### src/rtl/xcvr_pkg.sv
package xcvr_pkg;
  // Active-low control triple for one direction of one section
  typedef struct packed {
    logic en_n;   // chip enable
    logic le_n;   // latch enable (low = open)
    logic drv_n;  // drive enable
  } dir_ctl_t;
endpackage

### src/rtl/xcvr_latch_bank.sv
module xcvr_latch_bank #(
  parameter int W = 8
) (
  input  logic              clk,
  input  logic              rst_n,
  input  xcvr_pkg::dir_ctl_t ctl,
  input  logic [W-1:0]      din,
  output logic [W-1:0]      dout,
  output logic              drive
);
  logic         open_w;
  logic [W-1:0] store_q;
  logic [W-1:0] lat_w;

  assign open_w = rst_n & ~ctl.en_n & ~ctl.le_n;

  always_ff @(posedge clk or negedge rst_n) begin
    if (!rst_n)      store_q <= '0;
    else if (open_w) store_q <= din;
  end

  assign lat_w = open_w ? din : store_q;
  assign drive = rst_n & ~ctl.en_n & ~ctl.drv_n;
  assign dout  = drive ? lat_w : '0;


  hold_when_closed_chk: assert property (@(posedge clk) disable iff (!rst_n)
    !open_w |=> $stable(store_q));

  capture_on_open_chk: assert property (@(posedge clk) disable iff (!rst_n)
    open_w |=> store_q == $past(din));

  flow_through_chk: assert property (@(posedge clk) disable iff (!rst_n)
    (!ctl.en_n && !ctl.le_n && !ctl.drv_n) |-> dout == din);

  quiet_when_off_chk: assert property (@(posedge clk) disable iff (!rst_n)
    !drive |-> dout == '0);

  ce_blocks_drive_chk: assert property (@(posedge clk) disable iff (!rst_n)
    ctl.en_n |-> !drive);
endmodule

### src/rtl/xcvr_section.sv
module xcvr_section #(
  parameter int W = 8
) (
  input  logic               clk,
  input  logic               rst_n,
  input  xcvr_pkg::dir_ctl_t ab_ctl,
  input  xcvr_pkg::dir_ctl_t ba_ctl,
  input  logic [W-1:0]       a_in,
  input  logic [W-1:0]       b_in,
  output logic [W-1:0]       a_out,
  output logic               a_oe,
  output logic [W-1:0]       b_out,
  output logic               b_oe
);
  xcvr_latch_bank #(.W(W)) u_ab (
    .clk(clk), .rst_n(rst_n), .ctl(ab_ctl),
    .din(a_in), .dout(b_out), .drive(b_oe)
  );

  xcvr_latch_bank #(.W(W)) u_ba (
    .clk(clk), .rst_n(rst_n), .ctl(ba_ctl),
    .din(b_in), .dout(a_out), .drive(a_oe)
  );


  both_drive_chk: assert property (@(posedge clk) disable iff (!rst_n)
    (!ab_ctl.en_n && !ab_ctl.drv_n && !ba_ctl.en_n && !ba_ctl.drv_n) |-> (a_oe && b_oe));
endmodule

### src/rtl/dual_latch_xcvr.sv
module dual_latch_xcvr #(
  parameter int DATA_W = 16,
  parameter int SEC_W  = 8,
  localparam int NSEC  = DATA_W / SEC_W
) (
  input  logic              clk,
  input  logic              rst_n,
  input  logic [DATA_W-1:0] a_in,
  input  logic [DATA_W-1:0] b_in,
  input  logic [NSEC-1:0]   ab_en_n,
  input  logic [NSEC-1:0]   ab_le_n,
  input  logic [NSEC-1:0]   ab_drv_n,
  input  logic [NSEC-1:0]   ba_en_n,
  input  logic [NSEC-1:0]   ba_le_n,
  input  logic [NSEC-1:0]   ba_drv_n,
  output logic [DATA_W-1:0] b_out,
  output logic [NSEC-1:0]   b_oe,
  output logic [DATA_W-1:0] a_out,
  output logic [NSEC-1:0]   a_oe
);
  for (genvar s = 0; s < NSEC; s++) begin : g_sec
    xcvr_pkg::dir_ctl_t ab_c, ba_c;
    assign ab_c = '{en_n: ab_en_n[s], le_n: ab_le_n[s], drv_n: ab_drv_n[s]};
    assign ba_c = '{en_n: ba_en_n[s], le_n: ba_le_n[s], drv_n: ba_drv_n[s]};

    xcvr_section #(.W(SEC_W)) u_sec (
      .clk   (clk),
      .rst_n (rst_n),
      .ab_ctl(ab_c),
      .ba_ctl(ba_c),
      .a_in  (a_in[s*SEC_W +: SEC_W]),
      .b_in  (b_in[s*SEC_W +: SEC_W]),
      .a_out (a_out[s*SEC_W +: SEC_W]),
      .a_oe  (a_oe[s]),
      .b_out (b_out[s*SEC_W +: SEC_W]),
      .b_oe  (b_oe[s])
    );
  end


  reset_quiet_chk: assert property (@(posedge clk)
    !rst_n |-> (a_oe == '0 && b_oe == '0));
endmodule

### config.mk
export PLATFORM = sky130hd
export DESIGN_NAME = dual_latch_xcvr
export DESIGN_NICKNAME = d
export VERILOG_FILES = /design/src/rtl/xcvr_pkg.sv /design/src/rtl/xcvr_latch_bank.sv /design/src/rtl/xcvr_section.sv /design/src/rtl/dual_latch_xcvr.sv
export SDC_FILE = /design/constraint.sdc
export NUM_CORES = 1
export LEC_CHECK = 0
export CORE_ASPECT_RATIO = 0.5
export CORE_MARGIN = 4
export CORE_UTILIZATION = 41
export DETAILED_ROUTE_END_ITERATION = 12
export PLACE_DENSITY_LB_ADDON = 0.25
export REMOVE_ABC_BUFFERS = 1
export SLEW_MARGIN = 10
export SYNTH_ARGS = -nofsm -noshare
export SYNTH_HDL_FRONTEND = slang
export SYNTH_HIERARCHICAL = 1
export SYNTH_SLANG_ARGS = --single-unit
### constraint.sdc
create_clock -name clk -period 1.45 [get_ports clk]
set_clock_uncertainty 0.05 [all_clocks]
set_input_delay 0.29 -clock clk [delete_from_list [all_inputs] [get_ports clk]]
set_output_delay 0.29 -clock clk [all_outputs]
set_load 0.01 [all_outputs]
== Word level (Yosys, flattened, before mapping) ==
Cells that the tools add are included.
W data, S select, Z words.

* Bits in registers: 32
* Input port bits: 46
* Logic and storage cells: 36

* Muxes and demuxes: 8
* Bitwise logic cells: 24

{| class="wikitable"
|+ Operator list
! cell !! number
|-
| $mux W8 || 8
|-
| $and A1 B1 Y1 || 12
|-
| $not A1 Y1 || 12
|}

== Depth between registers and ports, before layout ==
* Depth in word-level cells: 5
* Depth in mapped cells: 3

== Cells and area by module ==
Netlist, hierarchy kept.

{| class="wikitable"
|+ By module, submodules not included
! module !! times used !! cells each !! area each (um^2)
|-
| xcvr_latch_bank || 4 || 37 || 447.9
|}

== Worst setup path after synthesis ==
No wires, ideal clock.

* Path type: input-to-output
* From: input ba_drv_n[0]
* To: output a_out[0]
* Arrival time: 1080 ps
* Required time: 1110 ps
* Slack: 30 ps
* Cell stages on the path: 3
* Cell sequence: or3b_2 > buf_2 > nor2_1

* Longest elaborated chain between the ends: 3

{| class="wikitable"
|+ RTL lines
! element !! RTL line !! RTL
|-
| start, declared || dual_latch_xcvr.sv:15 || <nowiki>input logic [NSEC-1:0] ba_drv_n,</nowiki>
|-
| $not A1 Y1 || xcvr_latch_bank.sv:23 || <nowiki>assign drive = rst_n & ~ctl.en_n & ~ctl.drv_n;</nowiki>
|-
| $and A1 B1 Y1 || xcvr_latch_bank.sv:23 ||
|-
| $mux W8 || xcvr_latch_bank.sv:24 || <nowiki>assign dout = drive ? lat_w : '0;</nowiki>
|-
| end, declared || dual_latch_xcvr.sv:18 || <nowiki>output logic [DATA_W-1:0] a_out,</nowiki>
|}

No other way between the ends.

== Final worst setup path ==
* From: input rst_n
* To: output b_out[15]

* Longest elaborated chain between the ends: 4
* Elaborated cells between the ends (all ways): 5
* Classes of those cells: mux (2); bitwise (3)

{| class="wikitable"
|+ RTL lines
! element !! RTL line !! RTL
|-
| start, declared || dual_latch_xcvr.sv:7 || <nowiki>input logic rst_n,</nowiki>
|-
| $and A1 B1 Y1 (*) || xcvr_latch_bank.sv:15, xcvr_latch_bank.sv:23 ||
|-
| $and A1 B1 Y1 || xcvr_latch_bank.sv:15 || <nowiki>assign open_w = rst_n & ~ctl.en_n & ~ctl.le_n;</nowiki>
|-
| $mux W8 || xcvr_latch_bank.sv:22 || <nowiki>assign lat_w = open_w ? din : store_q;</nowiki>
|-
| $mux W8 (*) || xcvr_latch_bank.sv:24 ||
|-
| end, declared || dual_latch_xcvr.sv:16 || <nowiki>output logic [DATA_W-1:0] b_out,</nowiki>
|}

Mark *: on every way between the ends. The rest lies on a longest branch, timed or not.

==> flow_summary.toml <==
[clock_tree]
root_buffer = "clkbuf_8"
clock_latency_ns = 0.28
cts.sinks = 32
path_clk_slew_ns = 0.07
cts.path.max_buffers = 2
cts_buffers = 5
h-tree-depth = 2
tritoncts = "done"

[placed_design]
place_inst = 296
gp_congestion = 0.751
dp_hpwl_mm = 3.48
place_ws_ns = -0.890
io_buffers = 81

[final_layout]
fin_util = 0.837
multi_input_area_mm2 = 0.00120
finalNonFillerCells = 323
ff_latch_area_um2 = 801
drive_above_1_share = 0.610
layout_commonest_cell = "buf_6"
num_antenna_cells = 0
syn_to_final_growth_pct = 88.8
final_cell_mix = "buf_6 (36), mux2_2 (32), dfrtp_1 (32)"
final_nets = 314
n_fill_cell = 219

[sta]
finalCriticalPeriod_ns = 1.54
rsz0062_at_grt = "yes"
worst_slew_pin_slew_ns = 0.405
clock.fmax_mhz = 648
finalHoldViolations = 0
min_period_over_period = 1.06
setup_ws_ns = -0.0922
setup_violations = 30
final.setup.tns_ns = -1.20
maxSlewHeadroom = 0.729
timing.final.max_slew_violations = 0

[global_routing]
grt_max_degree = 10
grt_first_pass_wirelength_mm = 7.36
grt.overflow.total = 0
grt_pass1_vias = 1604
antenna_found_initial = 0
track_usage = 0.177

[setup_path]
worstPathArrival_ns = 1.20
crit_buf_inv = 3
crit_path_max_fanout = 7
rr_worst_depth = 1
rr_startpoint = "g_sec[1].u_sec/u_ba/store_q[6]$_DFF_PN0_"
crit_type = "primary input to primary output"
startpoint_type = "primary input"
r2r-end = "g_sec[1].u_sec/u_ba/store_q[6]$_DFF_PN0_"
cpPeakStageDelay_ns = 0.42
path_cells = "buf_12 > or3b_4 > buf_6 > nor2_1 > buf_2"
rrSetupSlack_ns = 0.58
crit_family = "simple AND/OR/NAND/NOR gates"
crit_slowest_cell = "or3b_4"
required_ns = 1.11
end_kind = "primary output"

[synthesis]
yosysTopAreaCell = "dfrtp_1"
yosysUniqueCellTypes = 9
seq_area_frac_synth = 0.447
ys_seq_elements = 32
synthCells = 148
synth_area_leaders = "dfrtp_1 (45%), mux2_2 (20%), mux2i_1 (18%), nor2_1 (6.7%), nor3b_4 (4.2%)"
yosys_warnings = 6
postSynthAreaPerCell_um2 = 12.1
yosysTopAreaCellShare = 0.447
synth_area_mm2 = 0.00179

[die]
die_x_um = 101
dieArea_mm2 = 0.00556
core_mm2 = 0.00404
start_util = 0.443
row_count = 16
ioPinCount = 82
dieHeight_um = 54.7

[run_status]
status = "complete, but fails checks"
violations = "negative setup slack"

[flow_run]
max-cap-violations = 0

[routing]
num_vias = 1595
drt.antenna.violating_nets = 0
drc = 0
viasPerCell = 4.94
post_drt_wl_per_cell_um = 16.7
wl_mm = 5.41
drt_pass1_iterations = 4
first_iter_violations = 16

[power]
power_density_mw_per_mm2 = 818
ir_drop_mv = 0.667
p_leak_nw = 1.56

[hold_path]
holdCritPathClass = "primary input to flip-flop"
holdCritStartpoint = "a_in[0]"
hold_depth = 2
min_delay_worst_endpoint = "g_sec[0].u_sec/u_ab/store_q[0]$_DFF_PN0_"
-- timing repair --
action,in CTS,in global routing
gates resized for setup,212,83
pin swaps,35,7
gates cloned,1,0
buffers inserted,13,1
setup endpoints to repair,68,36
hold buffers,4,0
endpoints found under the hold margin,25,0
-- state kept, by name, summed over array words and instances, names as in the netlist --
signal,cells
g_sec.u_sec/u_ab/store_q,16
g_sec.u_sec/u_ba/store_q,16
-- per-stage QoR --
step | area, um2 | power (mW) | hold slack (ns)
after floorplan | 1730 | 1.45 | -0.0556
after global placement | 2820 | 1.80 | 0.343
after detailed placement | 2820 | 1.83 | 0.315
after CTS | 3040 | 2.60 | 0.361
after global routing | 3380 | 2.90 | 0.273
final | 3380 | 2.77 | 0.269
-- cell families (layout without fill, tap and decap cells) --
group,after synthesis,in the layout,share of synthesized area
muxes,64,64,0.380
and+or+nand+nor,40,40,0.128
DFF,32,32,0.447
buffers and inverters,12,133,0.0447
-- Yosys cell counts, drive strengths merged --
library cell and number:
dfrtp 32, mux2 32, mux2i 32, nor2 32
buf 8, inv 4, nor3b 4, or3b 4
-- worst max path at each step --
stage | slack [ns] | startpoint | cells past startpoint | end
3_5_place_dp | -0.89 | ba_drv_n[0] | 4 | a_out[0]
4_1_cts | -0.05 | ab_en_n[1] | 5 | b_out[8]
3_3_place_gp | -0.85 | ba_en_n[1] | 4 | a_out[10]
5_1_grt | -0.12 | rst_n | 5 | b_out[15]
6_report | -0.09 | rst_n | 5 | b_out[15]
2_1_floorplan | 0.07 | ba_drv_n[0] | 2 | a_out[0]
-- routing by layer --
| metal | global-route usage | vias up | share of wire |
|---|---|---|---|
| li1 | - | 761 | - |
| met5 | 0 | - | 0 |
| met2 | 0.339 | 37 | 0.53 |
| met4 | 0.0706 | 0 | 0.015 |
| met1 | 0.193 | 789 | 0.41 |
| met3 | 0.0458 | 8 | 0.041 |
-- area by class of cell --
class | count | share of cell area
Timing Repair Buffer | 121 | 0.357
Multi-Input combinational cell | 104 | 0.355
Sequential cell | 32 | 0.237
Clock buffer | 8 | 0.0266
Tap cell | 54 | 0.0200
Inverter | 4 | 0.00444
-- where the power goes --
| part | internal [mW] | switching [mW] | total (mW) |
|---|---|---|---|
| combinational | 0.537 | 0.329 | 0.866 |
| sequential | 1.06 | 0.122 | 1.19 |
| clock | 0.387 | 0.328 | 0.715 |
(Power assumes the default switching activity.)
